$ cat config.mk
export PLATFORM = sky130hd
export DESIGN_NAME = otp_prog_seq
export DESIGN_NICKNAME = d
export VERILOG_FILES = /design/src/rtl/otp_seq_pkg.sv /design/src/rtl/otp_phase_timer.sv /design/src/rtl/otp_strap_map.sv /design/src/rtl/otp_readback.sv /design/src/rtl/otp_prog_seq.sv
export SDC_FILE = /design/constraint.sdc
export NUM_CORES = 1
export LEC_CHECK = 0
export BUFFER_PORTS_ARGS = -buffer_cell sky130_fd_sc_hd__buf_2
export CAP_MARGIN = 0
export CORE_MARGIN = 4
export CORE_UTILIZATION = 55
export DETAILED_ROUTE_END_ITERATION = 12
export PLACE_DENSITY = 0.85
export SYNTH_ARGS = -nofsm -noshare
export SYNTH_HDL_FRONTEND = slang
export SYNTH_SLANG_ARGS = --single-unit
$ cat constraint.sdc
create_clock -name clk -period 3.35 [get_ports clk]
set_input_delay 0.67 -clock clk [delete_from_list [all_inputs] [get_ports clk]]
set_output_delay 0.67 -clock clk [all_outputs]
set_load 0.01 [all_outputs]
$ cat src/rtl/otp_seq_pkg.sv
`timescale 1ns/1ps
package otp_seq_pkg;

    typedef enum logic [2:0] {
        S_IDLE,
        S_SETUP,
        S_VPP_UP,
        S_PULSE,
        S_GAP,
        S_VPP_DN,
        S_HOLD
    } seq_state_e;

    typedef enum logic [1:0] {
        OP_BURN,
        OP_CHECK,
        OP_SIGN
    } op_e;

    // strap vector bits 4..0 = target lines 3.7, 3.6, 3.2, 2.7, 2.6
    localparam logic [4:0] STRAP_BURN  = 5'b11110;
    localparam logic [4:0] STRAP_CHECK = 5'b11000;
    localparam logic [4:0] STRAP_SIGN  = 5'b00000;

    function automatic op_e decode_op(input logic [1:0] code);
        if (code[1])      return OP_SIGN;
        else if (code[0]) return OP_CHECK;
        else              return OP_BURN;
    endfunction

endpackage

$ cat src/rtl/otp_phase_timer.sv
`timescale 1ns/1ps
module otp_phase_timer #(
    parameter int CNT_W = 10
) (
    input  logic             clk,
    input  logic             rst_n,
    input  logic             load,
    input  logic [CNT_W-1:0] load_val,
    output logic             expired
);
    logic [CNT_W-1:0] cnt_d, cnt_q;

    always_comb begin
        cnt_d = cnt_q;
        if (load)
            cnt_d = load_val;
        else if (cnt_q != '0)
            cnt_d = cnt_q - 1'b1;
    end

    always_ff @(posedge clk or negedge rst_n) begin
        if (!rst_n) cnt_q <= '0;
        else        cnt_q <= cnt_d;
    end

    assign expired = (cnt_q == '0);
endmodule

$ cat src/rtl/otp_strap_map.sv
`timescale 1ns/1ps
module otp_strap_map
    import otp_seq_pkg::*;
(
    input  op_e        op,
    input  logic       active,
    output logic [4:0] strap,
    output logic       tgt_rst,
    output logic       data_oe
);
    always_comb begin
        strap = '0;
        if (active) begin
            unique case (op)
                OP_BURN:  strap = STRAP_BURN;
                OP_CHECK: strap = STRAP_CHECK;
                default:  strap = STRAP_SIGN;
            endcase
        end
    end

    assign tgt_rst = active;
    assign data_oe = active && (op == OP_BURN);
endmodule

$ cat src/rtl/otp_readback.sv
`timescale 1ns/1ps
module otp_readback #(
    parameter int DATA_W = 8
) (
    input  logic              clk,
    input  logic              rst_n,
    input  logic              sample,
    input  logic [DATA_W-1:0] din,
    input  logic [DATA_W-1:0] expected,
    output logic [DATA_W-1:0] rd_byte,
    output logic              err
);
    typedef struct packed {
        logic [DATA_W-1:0] rd;
        logic              err;
    } rb_t;

    rb_t rb_d, rb_q;

    always_comb begin
        rb_d = rb_q;
        if (sample) begin
            rb_d.rd = din;
            if (din != expected)
                rb_d.err = 1'b1;
        end
    end

    always_ff @(posedge clk or negedge rst_n) begin
        if (!rst_n) rb_q <= '0;
        else        rb_q <= rb_d;
    end

    assign rd_byte = rb_q.rd;
    assign err     = rb_q.err;
endmodule

$ cat src/rtl/otp_prog_seq.sv
`timescale 1ns/1ps
module otp_prog_seq
    import otp_seq_pkg::*;
#(
    parameter int CLK_KHZ    = 5000,
    parameter int PULSE_US   = 100,
    parameter int GAP_US     = 12,
    parameter int GUARD_US   = 12,
    parameter int SETUP_CYC  = 48,
    parameter int HOLD_CYC   = 48,
    parameter int NUM_PULSES = 5,
    parameter int ADDR_W     = 14,
    parameter int DATA_W     = 8
) (
    input  logic              clk,
    input  logic              rst_n,
    input  logic              cmd_valid,
    output logic              cmd_ready,
    input  logic [1:0]        cmd_mode,
    input  logic [ADDR_W-1:0] cmd_addr,
    input  logic [DATA_W-1:0] cmd_data,
    output logic              busy,
    output logic              done,
    output logic              err,
    output logic [DATA_W-1:0] rd_byte,
    output logic [ADDR_W-1:0] tgt_addr,
    output logic [DATA_W-1:0] tgt_data_o,
    output logic              tgt_data_oe,
    input  logic [DATA_W-1:0] tgt_data_i,
    output logic              tgt_rst,
    output logic [4:0]        tgt_strap,
    output logic              vpp_en,
    output logic              prog_n
);
    localparam int PULSE_CYC = CLK_KHZ * PULSE_US / 1000;
    localparam int GAP_CYC   = CLK_KHZ * GAP_US / 1000;
    localparam int GUARD_CYC = CLK_KHZ * GUARD_US / 1000;
    localparam int MAX_A     = (PULSE_CYC > GAP_CYC) ? PULSE_CYC : GAP_CYC;
    localparam int MAX_B     = (GUARD_CYC > SETUP_CYC) ? GUARD_CYC : SETUP_CYC;
    localparam int MAX_C     = (MAX_A > MAX_B) ? MAX_A : MAX_B;
    localparam int MAX_CYC   = (MAX_C > HOLD_CYC) ? MAX_C : HOLD_CYC;
    localparam int CNT_W     = $clog2(MAX_CYC + 1);
    localparam int PIDX_W    = $clog2(NUM_PULSES + 1);

    typedef struct packed {
        seq_state_e        state;
        op_e               op;
        logic [ADDR_W-1:0] addr;
        logic [DATA_W-1:0] data;
        logic [PIDX_W-1:0] pidx;
        logic              done;
    } seq_t;

    seq_t             seq_d, seq_q;
    logic             tmr_load;
    logic [CNT_W-1:0] tmr_val;
    logic             tmr_expired;
    logic             rb_sample;
    logic             rb_err;
    logic             active;

    otp_phase_timer #(.CNT_W(CNT_W)) u_timer (
        .clk      (clk),
        .rst_n    (rst_n),
        .load     (tmr_load),
        .load_val (tmr_val),
        .expired  (tmr_expired)
    );

    otp_readback #(.DATA_W(DATA_W)) u_readback (
        .clk      (clk),
        .rst_n    (rst_n),
        .sample   (rb_sample),
        .din      (tgt_data_i),
        .expected (seq_q.data),
        .rd_byte  (rd_byte),
        .err      (rb_err)
    );

    always_comb begin
        seq_d      = seq_q;
        seq_d.done = 1'b0;
        tmr_load   = 1'b0;
        tmr_val    = '0;
        rb_sample  = 1'b0;
        unique case (seq_q.state)
            S_IDLE: begin
                if (cmd_valid && !rb_err) begin
                    seq_d.state = S_SETUP;
                    seq_d.op    = decode_op(cmd_mode);
                    seq_d.addr  = cmd_addr;
                    seq_d.data  = cmd_data;
                    seq_d.pidx  = '0;
                    tmr_load    = 1'b1;
                    tmr_val     = CNT_W'(SETUP_CYC - 1);
                end
            end
            S_SETUP: begin
                if (tmr_expired) begin
                    if (seq_q.op == OP_BURN) begin
                        seq_d.state = S_VPP_UP;
                        tmr_load    = 1'b1;
                        tmr_val     = CNT_W'(GUARD_CYC - 1);
                    end else begin
                        rb_sample   = 1'b1;
                        seq_d.state = S_IDLE;
                        seq_d.done  = 1'b1;
                    end
                end
            end
            S_VPP_UP: begin
                if (tmr_expired) begin
                    seq_d.state = S_PULSE;
                    tmr_load    = 1'b1;
                    tmr_val     = CNT_W'(PULSE_CYC - 1);
                end
            end
            S_PULSE: begin
                if (tmr_expired) begin
                    tmr_load = 1'b1;
                    if (seq_q.pidx == PIDX_W'(NUM_PULSES - 1)) begin
                        seq_d.state = S_VPP_DN;
                        tmr_val     = CNT_W'(GUARD_CYC - 1);
                    end else begin
                        seq_d.state = S_GAP;
                        seq_d.pidx  = seq_q.pidx + 1'b1;
                        tmr_val     = CNT_W'(GAP_CYC - 1);
                    end
                end
            end
            S_GAP: begin
                if (tmr_expired) begin
                    seq_d.state = S_PULSE;
                    tmr_load    = 1'b1;
                    tmr_val     = CNT_W'(PULSE_CYC - 1);
                end
            end
            S_VPP_DN: begin
                if (tmr_expired) begin
                    seq_d.state = S_HOLD;
                    tmr_load    = 1'b1;
                    tmr_val     = CNT_W'(HOLD_CYC - 1);
                end
            end
            S_HOLD: begin
                if (tmr_expired) begin
                    seq_d.state = S_IDLE;
                    seq_d.done  = 1'b1;
                end
            end
            default: seq_d.state = S_IDLE;
        endcase
    end

    always_ff @(posedge clk or negedge rst_n) begin
        if (!rst_n) begin
            seq_q       <= '0;
            seq_q.state <= S_IDLE;
            seq_q.op    <= OP_BURN;
        end else begin
            seq_q <= seq_d;
        end
    end

    assign active = (seq_q.state != S_IDLE);

    otp_strap_map u_strap (
        .op      (seq_q.op),
        .active  (active),
        .strap   (tgt_strap),
        .tgt_rst (tgt_rst),
        .data_oe (tgt_data_oe)
    );

    assign busy       = active;
    assign done       = seq_q.done;
    assign err        = rb_err;
    assign cmd_ready  = !active && !rb_err;
    assign tgt_addr   = seq_q.addr;
    assign tgt_data_o = seq_q.data;
    assign vpp_en     = (seq_q.state == S_VPP_UP) || (seq_q.state == S_PULSE) ||
                        (seq_q.state == S_GAP)    || (seq_q.state == S_VPP_DN);
    assign prog_n     = (seq_q.state != S_PULSE);
endmodule

==> metrics.md, run 1 <==
| Metric | Value |
|---|---|
| RSZ-0062 raised after global routing | no |
| Die ar. | between 0.005 and 0.006 mm² |
| Tcrit/Tclk final | 75.3% |
| Max Freq | approximately 400 MHz |
| Area leader, netlist | dfrtp_1 |
| Critical path type | reg2out |
| DR WL/cell | approximately 15 µm |
| First-pass GRT wire length | around 9000 µm |
| Synth top area share | just under 50% |
| Via count | about 2,000 |
| Total wire length | 5400 µm |
| WP buf/inv | 2 |
| Worst setup SP type | register |
| CTS tree | yes |
| TritonRoute pass-1 iters | 4 |
| Syn Inst Count | roughly 270 |
| Chip Width | 75.6 µm |
| Row cnt | 24 |
| CTS Hold Bufs | 0 |
| Clk_lat worst skew | roughly 300 ps |
| EDFF count, synth | 0 |
| Clock transition at the registers of the reported paths | 90 ps |
| TNS Setup | 0 ps |
| CTS buffer count | 5 |
| I/O pins | 78 |
| CP max stage cell | nor3_1 |
| Buffers on Ports | 76 |
| Slew Limit Fails | 0 |
| CP cell instances | nor3_1 -> inv_1 -> nor2_1 -> buf_2 |
| Maximum vdd drop | 0.000378 V |
| Status | completed |
| Chip height | 75.6 µm |
| CP Data Required Time | 2680 ps |
| Initial antenna violation count | 0 |
| Starting Density | between 50% and 60% |
| Area Growth Syn to Fin | 11.7% |
| Root buffer cell | clkbuf_8 |
| Iteration-0 DRC Markers | between 100 and 150 |
| Synth Cell Area | 0.00251 mm² |
| Synth top area cells | dfrtp_1, nand2_1, buf_4 |
| GRT Total Usage | around a fifth |
| Setup violations, final | 0 |
| Synth Register Bits | 49 |
| DP HPWL | 3820 µm |
| H-tree levels | 2 |
| Min cycle time layout | ~2500 ps |
| Antenna diodes | 0 |
| Critical path endpoint category | primary output |
| CORE AREA | roughly 0.0044 mm² |
| Clock buffer depth | 2 |
| Top-count cell post-synth | nand2_1 |
| LEAKAGE | 1.49 nW |
| Arr. time, crit path | ~1900 ps |
| Synth cell types | 43 |
| Post-route ant nets | 0 |
| Nets | between 300 and 400 |
| Main synth FF type | dfrtp_1 |
| Number of global-route vias before repair | 1,885 |
| Worst Tran Pin Value | between 1000 and 1500 ps |
| Placer Congestion | 0.832 |
| Resize count post-CTS | 0 |
| Synth Warn # | 0 |
| Max Cap Viol | 0 |
| Syn nets | 311 |
| CP top delay family | simple AND/OR/NAND/NOR gates |
| Clock sink total | 49 |
| Syn_area_per_cell | about 9.2 µm² |
| Worst stage delay on the critical path | about 580 ps |
| Final Total Pwr | 0.00131 W |
| Crit path max fanout | 15 |
| Setup repair bufs after CTS | 0 |
| Vias per inst | between 5 and 6 |
| Final hold violations | 0 |
| Grt ovf | 0 |
| Register area share after synthesis | approximately half |
| Pwr dens | around 470 mW/mm² |
| Layout cells sized above 1 | about 30% |
| Slew headroom | 30.2% |
| Largest net degree at the start of global routing | 50 |
| Final core utilization | 64.0% |
| Setup Skew | 5.35 ps |
| Top cells by count, synth | nand2_1, dfrtp_1, buf_4 |
| Hold crit path type | reg2reg |
| Asr flop ratio synth | between 90% and 100% |
| DRC | 0 |
[tightest hold or removal path, delay by kind of cell, from the launching register on]
family,cells,cell delay [ps]
DFF,1,350
and+or+nand+nor,2,100
[logic make-up after synthesis]
family	count (synthesis)	share of synthesized area, %
simple gates	121	22.0
mux	8	3.59
flops	49	48.8
buf+inv	49	11.7
other cells	1	0.149
compound gates	27	6.93
fa+ha+maj	4	1.89
xor+xnor	14	4.88
[sequential cells by signal (all words and copies together), names as in the netlist]
signal and cells:
u_timer.cnt_q 9, u_readback.rd_byte 8, u_readback.err 1, seq_q 8
tgt_addr 14, tgt_data_o 8, done 1
[routing by layer]
metal | up-vias | wire length (µm) | track usage, %
met1 | 940 | 2220 | 27.1
met3 | 10 | 384 | 4.75
met4 | 0 | 78 | 6.02
li1 | 964 | - | -
met2 | 78 | 2720 | 32.8
met5 | - | 0 | 0
[through the flow]
step           worst slack, ps  hold slack, ps  instance area, µm²  instances
2_1_floorplan             1220             374                2510        273
3_3_place_gp              1160             453                2720        364
3_5_place_dp              1070             457                2720        364
4_1_cts                    795             479                2810        372
5_1_grt                    622             500                2810        372
6_report                   826             473                2810        372
[layout by cell type, fill, tap and decap left out, types with 2 or more instances in the layout]
| cell | Yosys | layout |
|---|---|---|
| xnor2_1 | 12 | 12 |
| buf_2 | 1 | 76 |
| nor3b_1 | 2 | 2 |
| xor2_1 | 2 | 2 |
| inv_1 | 10 | 10 |
| nor3_1 | 6 | 6 |
| a21oi_1 | 6 | 6 |
| dfrtp_1 | 49 | 49 |
| clkbuf_8 | 0 | 5 |
| o211ai_1 | 2 | 2 |
| a22oi_1 | 2 | 2 |
| nand2_1 | 78 | 78 |
| nand4_1 | 2 | 2 |
| nor4_1 | 3 | 3 |
| a31oi_1 | 3 | 3 |
| mux2_2 | 8 | 8 |
| ha_1 | 3 | 3 |
| or3_1 | 3 | 3 |
| o21ai_0 | 7 | 7 |
| nand3_1 | 6 | 6 |
| nor2_1 | 9 | 9 |
| buf_4 | 27 | 2 |
| and2_1 | 2 | 2 |
[path summary, 6_finish.rpt]
path                       cells after the start  slack (ps)        startpoint                to
min in group asynchronous                      1         540             rst_n              done
max reg2reg                                    6        1080  u_timer.cnt_q[0]  u_timer.cnt_q[1]
max                                            4         830         seq_q[30]         cmd_ready
min reg2reg                                    2         470      tgt_addr[10]      tgt_addr[10]
max in group asynchronous                      1        2150             rst_n  u_timer.cnt_q[7]
min                                            2         470      tgt_addr[10]      tgt_addr[10]
[cell type report]
class,count,area (µm²)
fill,355,1580
sequential,49,1230
multi-input combinational,175,991
timing repair buffer,78,395
clock buffer,5,68.8
tap,52,65.1
inverter,10,37.5
clock inverter,3,21.3
[power breakdown]
group | switching, W | leakage, nW | total, W | internal, W
clock | 0.000202 | 0.0445 | 0.000350 | 0.000148
sequential | 0.0000623 | 0.622 | 0.000717 | 0.000655
combinational | 0.000124 | 0.823 | 0.000244 | 0.000120
total | 0.000389 | 1.49 | 0.00131 | 0.000923
No activity file was read; power rests on OpenSTA's default activity.
==> run 2: changes to the inputs <==
--- a/config.mk
+++ b/config.mk
@@ -8,9 +8,9 @@
 export BUFFER_PORTS_ARGS = -buffer_cell sky130_fd_sc_hd__buf_2
 export CAP_MARGIN = 0
 export CORE_MARGIN = 4
-export CORE_UTILIZATION = 55
+export CORE_UTILIZATION = 51
 export DETAILED_ROUTE_END_ITERATION = 12
-export PLACE_DENSITY = 0.85
+export PLACE_DENSITY = 0.8
 export SYNTH_ARGS = -nofsm -noshare
 export SYNTH_HDL_FRONTEND = slang
 export SYNTH_SLANG_ARGS = --single-unit
==> constraint.sdc (replaced) <==
create_clock -name clk -period 2.35 [get_ports clk]
set_input_delay 0.47 -clock clk [delete_from_list [all_inputs] [get_ports clk]]
set_output_delay 0.47 -clock clk [all_outputs]
set_load 0.01 [all_outputs]
==> run 2 against run 1 <==
Sequential share of layout area fell by 1.1 points. Critical path depth is 2 higher. Combinational power is 42% higher. Global-route usage shrank 2.7 points. Setup slack got worse by 670 ps. Count of clock-buffer cells in the layout unchanged. Worst hold slack got worse by 420 ps. Largest power group unchanged. Core utilization down 3.5 points. Cell count rose by 5.6%. Cell area up 2.5%. Critical endpoint is now u_timer.cnt_q[5]. Largest cell class unchanged. Critical path type is now reg2reg.
==> metrics.md, run 2 (synthesized netlist as in run 1, its figures left out) <==
| Metric | Value |
|---|---|
| CP Data Required Time | about 2500 ps |
| Commonest non-fill, non-tap cell in the layout | nand2_1 |
| CTS buffer count | 5 |
| Worst setup SP type | register |
| Max Cap Viol | 0 |
| Tcrit/Tclk final | between 90 and 100% |
| Iteration-0 DRC Markers | between 100 and 150 |
| Number of global-route vias before repair | approximately 1,900 |
| Clock sink total | 49 |
| Setup repair bufs after CTS | 0 |
| Final Total Pwr | 0.00187 W |
| Setup Skew | approximately 8.5 ps |
| Arr. time, crit path | between 2000 and 2500 ps |
| # fillers | roughly 440 |
| Starting Density | a little over half |
| Crit path from | u_timer.cnt_q[0] |
| Clock buffer depth | 2 |
| I/O pins | 78 |
| Clk_lat worst skew | about 300 ps |
| DR WL/cell | between 10 and 15 µm |
| Area Growth Syn to Fin | 14.5% |
| Pwr dens | 650 mW/mm² |
| Placer Congestion | around 0.83 |
| Max Freq | around 460 MHz |
| Maximum vdd drop | a little under 0.0004 V |
| H-tree levels | 2 |
| Min cycle time layout | ~2200 ps |
| CTS Hold Bufs | 0 |
| Most frequent cells in the layout | nand2_1, buf_2, dfrtp_1, xnor2_1, inv_1 |
| Slew Limit Fails | 0 |
| CTS tree | yes |
| Row cnt | 25 |
| Post-route ant nets | 0 |
| R2r setup slk | roughly 160 ps |
| Layout cells sized above 1 | about a third |
| Max reg flops | 14 |
| Antenna diodes | 0 |
| Vias per inst | 4.94 |
| First-pass GRT wire length | ~8600 µm |
| Status | completed |
| Via count | just under 2,000 |
| Clock transition at the registers of the reported paths | 100 ps |
| Buffers on Ports | 76 |
| Crit path max fanout | 14 |
| Critical path type | reg2reg |
| Hold crit path type | in2async |
| Total wire length | 5210 µm |
| Chip height | roughly 78 µm |
| DP HPWL | roughly 4000 µm |
| Final hold violations | 0 |
| LEAKAGE | approximately 1.5 nW |
| Chip Width | ~78 µm |
| CORE AREA | about 0.0048 mm² |
| DRC | 0 |
| RSZ-0062 raised after global routing | no |
| Critical path endpoint category | register |
| TNS Setup | 0 ps |
| Setup violations, final | 0 |
| Initial antenna violation count | 0 |
| GRT Total Usage | about 17% |
| Nets | approximately 360 |
| Die ar. | around 0.0061 mm² |
| Grt ovf | 0 |
| Worst r2r src | u_timer.cnt_q[0] |
| TritonRoute pass-1 iters | 4 |
| Largest net degree at the start of global routing | 32 |
| Root buffer cell | clkbuf_8 |
-- run 2: changes by cell type in the layout (fill, tap and decap cells not counted) --
cell,change
inv_6,-1
buf_4,+6
or3_4,+1
clkinv_4,+2
clkinvlp_4,-1
or3_1,-1
-- run 2: cell type report --
cell class / instances / area (µm²) / share of cell area, %
clock buffers: 5 / 68.8 / 2.39
clock inverters: 3 / 22.5 / 0.783
inverters: 10 / 37.5 / 1.31
well taps: 67 / 83.8 / 2.92
flip-flops and latches: 49 / 1230 / 42.6
multi-input cells: 175 / 996 / 34.6
repair buffers: 84 / 440 / 15.3
-- run 2: power breakdown --
| part | switching, W | internal, W | total, W | leakage (nW) |
|---|---|---|---|---|
| Clock | 0.000291 | 0.000212 | 0.000502 | 0.0481 |
| Sequential | 0.0000873 | 0.000934 | 0.00102 | 0.622 |
| Combinational | 0.000172 | 0.000175 | 0.000346 | 0.855 |
| Total | 0.000549 | 0.00132 | 0.00187 | 1.52 |
-- run 2: metal layers --
| layer | vias up | wire (µm) | GRT usage (%) | part of all wire, % |
|---|---|---|---|---|
| met2 | 62 | 2460 | 29.4 | 47 |
| li1 | 974 | - | - | - |
| met3 | 4 | 353 | 3.44 | 6.8 |
| met4 | 0 | 53 | 5.24 | 1.0 |
| met5 | - | 0 | 0 | 0 |
| met1 | 902 | 2340 | 22.8 | 45 |
-- run 2: worst max-delay path: stages (launching register included) --
cell and delay [ps]:
dfrtp_1 420, inv_1 70, ha_1 200, or3b_2 510, or3_4 440, a21oi_1 270
a22oi_1 140
-- run 2: what timing repair did --
| item | in CTS | in global routing |
|---|---|---|
| endpoints found under the setup margin | 0 | 6 |
| resized for setup | 0 | 1 |
| endpoints found under the hold margin | 0 | 0 |
-- run 2: metrics by stage --
stage          hold slack, ps  setup slack [ps]  util, %  cell area, µm²  instances
5_1_grt                  69.3              57.7     60.5            2880        393
3_3_place_gp              387               142     58.4            2780        385
2_1_floorplan             174               219        -            2510        273
4_1_cts                  60.4              5.21     60.4            2870        393
3_5_place_dp              389              32.5     58.4            2780        385
6_report                 50.4               161     60.5            2880        393
-- run 2: path summary, 6_finish.rpt --
| path | endpoint | cells after the start |
|---|---|---|
| setup / recovery | u_timer.cnt_q[5] | 6 |
| hold / removal | tgt_addr[5] | 1 |
| setup reg to reg | u_timer.cnt_q[5] | 6 |
| hold reg to reg | tgt_addr[7] | 2 |
| max in group asynchronous | u_timer.cnt_q[5] | 2 |
| min in group clk | tgt_data_o[2] | 3 |
==> run 3: changes to the inputs <==
--- a/config.mk
+++ b/config.mk
@@ -5,12 +5,13 @@
 export SDC_FILE = /design/constraint.sdc
 export NUM_CORES = 1
 export LEC_CHECK = 0
+export ABC_AREA = 1
 export BUFFER_PORTS_ARGS = -buffer_cell sky130_fd_sc_hd__buf_2
 export CAP_MARGIN = 0
 export CORE_MARGIN = 4
-export CORE_UTILIZATION = 51
+export CORE_UTILIZATION = 50
 export DETAILED_ROUTE_END_ITERATION = 12
-export PLACE_DENSITY = 0.8
+export PLACE_DENSITY = 0.78
 export SYNTH_ARGS = -nofsm -noshare
 export SYNTH_HDL_FRONTEND = slang
 export SYNTH_SLANG_ARGS = --single-unit
==> run 3 against run 2 <==
Via count grew 11%. Routed wire length increased by 6.6%. Cell count up 13%. Count of clock-buffer cells in the layout up 1. Non-clock buffer count down 5. Worst hold slack gained 96 ps. Combinational power fell by 4%. Sequential share of layout area down 1.0 points. Clock power down 4.2%. Highest routed layer unchanged.
==> metrics.md, run 3 <==
| Metric | Value |
|---|---|
| Min cycle time layout | about 1900 ps |
| Synth cell types | 32 |
| Synth top area cells | dfrtp_1, nand2_1, buf_4 |
| RSZ-0062 raised after global routing | no |
| Die ar. | 0.00645 mm² |
| Adder-cell area share of the yosys netlist | 1.44% |
| Setup Skew | between 7 and 8 ps |
| Grt ovf | 0 |
| CP max stage cell | dfrtp_1 |
| Synth Warn # | 0 |
| Setup violations, final | 0 |
| H-tree levels | 2 |
| Worst setup SP type | register |
| Area leader, netlist | dfrtp_1 |
| Tcrit/Tclk final | ~82% |
| Proportion of synthesized area in mux cells | 0% |
| CP cell instances | inv_2 -> nand2_4 -> inv_1 -> nor2_1 -> buf_2 |
| Synth Area in XOR/XNOR | 4.02% |
| CTS tree | yes |
| Crit path max fanout | 10 |
| Status | completed |
| Critical path endpoint category | primary output |
| CP Data Required Time | 1880 ps |
| LEAKAGE | between 1.5 and 2 nW |
| DRC | 0 |
| Placer Congestion | 0.826 |
| Commonest non-fill, non-tap cell in the layout | nand2_1 |
| Arr. time, crit path | around 1500 ps |
| TNS Setup | 0 ps |
| Synth Register Bits | between 40 and 50 |
| EDFF count, synth | 0 |
| DR WL/cell | 12.5 µm |
| Area Growth Syn to Fin | 12.6% |
| Row cnt | 26 |
| Nets | 410 |
| Chip height | approximately 80 µm |
| Maximum vdd drop | 0.000478 V |
| Finished Cell Area | 0.00295 mm² |
| CTS buffer count | 5 |
| CTS Hold Bufs | 0 |
| Worst stage delay on the critical path | 530 ps |
| Buffers on Ports | 76 |
| Clock buffer depth | 2 |
| Top cells by count, synth | nand2_1, dfrtp_1, buf_4 |
| Most frequent cells in the layout | nand2_1, buf_2, dfrtp_1, nor2_1, inv_1 |
| TritonRoute pass-1 iters | 5 |
| Max reg flops | 14 |
| Clock sink total | 49 |
| Asr flop ratio synth | 100% |
| Largest family of logic cells by synthesized area | simple AND/OR/NAND/NOR gates |
| Via count | ~2,100 |
| WP buf/inv | 3 |
| Total wire length | 5560 µm |
| Slew Limit Fails | 0 |
| Main synth FF type | dfrtp_1 |
| Synth Cell Area | around 0.0026 mm² |
| Post-route ant nets | 0 |
| Clock transition at the registers of the reported paths | approximately 90 ps |
| Clk_lat worst skew | around 300 ps |
| Worst Tran Pin Value | between 600 and 700 ps |
| Initial antenna violation count | 0 |
| First-pass GRT wire length | 9470 µm |
| Starting Density | 51.5% |
| Post-synthesis compound-gate area fraction | around 4.6% |
| GRT Total Usage | a little under a fifth |
| Max Freq | 517 MHz |
| Slew headroom | a little under three fifths |
| CORE AREA | 0.00507 mm² |
| Hold crit path type | in2async |
| Placement Cell Area | ~0.0029 mm² |
| Root buffer cell | clkbuf_8 |
| Setup repair bufs after CTS | 0 |
| DP HPWL | ~4200 µm |
| Syn_area_per_cell | between 8 and 9 µm² |
| Pre-CTS setup slack | 559 ps |
| Vias per inst | 4.84 |
| Max Cap Viol | 0 |
| Chip Width | 80.3 µm |
| Pwr dens | a little over 600 mW/mm² |
| Iteration-0 DRC Markers | between 80 and 90 |
| Final hold violations | 0 |
| Syn Inst Count | 319 |
| Register area share after synthesis | between 40 and 50% |
| Antenna diodes | 0 |
| Final setup margin | around 420 ps |
| Syn nets | ~360 |
| Number of global-route vias before repair | around 2,100 |
| Largest net degree at the start of global routing | 35 |
| Synth top area share | roughly 47% |
| Resize count post-CTS | 0 |
| Layout cells sized above 1 | between 20% and 30% |
| Top-count cell post-synth | nand2_1 |
| I/O pins | 78 |
| Critical path type | reg2out |
| CP top delay family | flip-flops |
| Simple-gate portion of the synthesized area | 30.7% |
[run 3: layout make-up]
cell class                 count  area [µm²]
inverter                      20        77.6
clock inverter                 2        10.0
tap                           70        87.6
fill                         469        2130
multi-input combinational    217        1070
sequential                    49        1230
timing repair buffer          79         403
clock buffer                   6        72.6
[run 3: final timing paths]
path | from | to | slack [ps] | depth (start not counted)
hold reg to reg | tgt_addr[8] | tgt_addr[8] | 480 | 2
setup / recovery | seq_q[28] | tgt_strap[2] | 420 | 5
min in group clk | cmd_data[7] | tgt_data_o[7] | 360 | 3
setup reg to reg | seq_q[30] | seq_q[26] | 540 | 6
max in group asynchronous | rst_n | tgt_data_o[1] | 1600 | 2
hold / removal | rst_n | tgt_addr[2] | 150 | 1
[run 3: cells by family (layout without fill, tap and decap cells)]
family	Yosys count	in the layout
compound gates	21	21
fa+ha+maj	3	3
buf+inv	53	107
xor+xnor	12	12
simple gates	180	180
flops	49	49
other cells	1	1
[run 3: per-stage QoR]
| stage | hold WS (ps) | cells | util, % | total power (W) |
|---|---|---|---|---|
| floorplan | 174 | 319 | - | 0.00126 |
| global placement | 457 | 435 | 56.4 | 0.00133 |
| detailed placement | 463 | 435 | 56.4 | 0.00135 |
| CTS | 156 | 443 | 58.0 | 0.00183 |
| global route | 174 | 443 | 58.0 | 0.00193 |
| finish | 146 | 443 | 58.0 | 0.00181 |
[run 3: layer usage]
layer / routed length (µm) / track usage (%) / vias up
met3: 442 / 5.27 / 6
li1: - / - / 1071
met2: 2650 / 32.0 / 69
met4: 64 / 5.57 / 0
met5: 0 / 0 / -
met1: 2400 / 22.8 / 1000
[run 3: worst reg2reg max path: stages, from the launching register on]
cell	delay, ps
dfrtp_1	470
nor2_4	190
nand2_4	90
nor2_2	120
nand2_2	390
nor2_1	310
a22o_1	170
[run 3: report_power, final]
group	switching [W]	total [W]	internal [W]
Combinational	0.000184	0.000331	0.000146
Clock	0.000274	0.000481	0.000207
Sequential	0.0000753	0.00100	0.000927
Total	0.000534	0.00181	0.00128
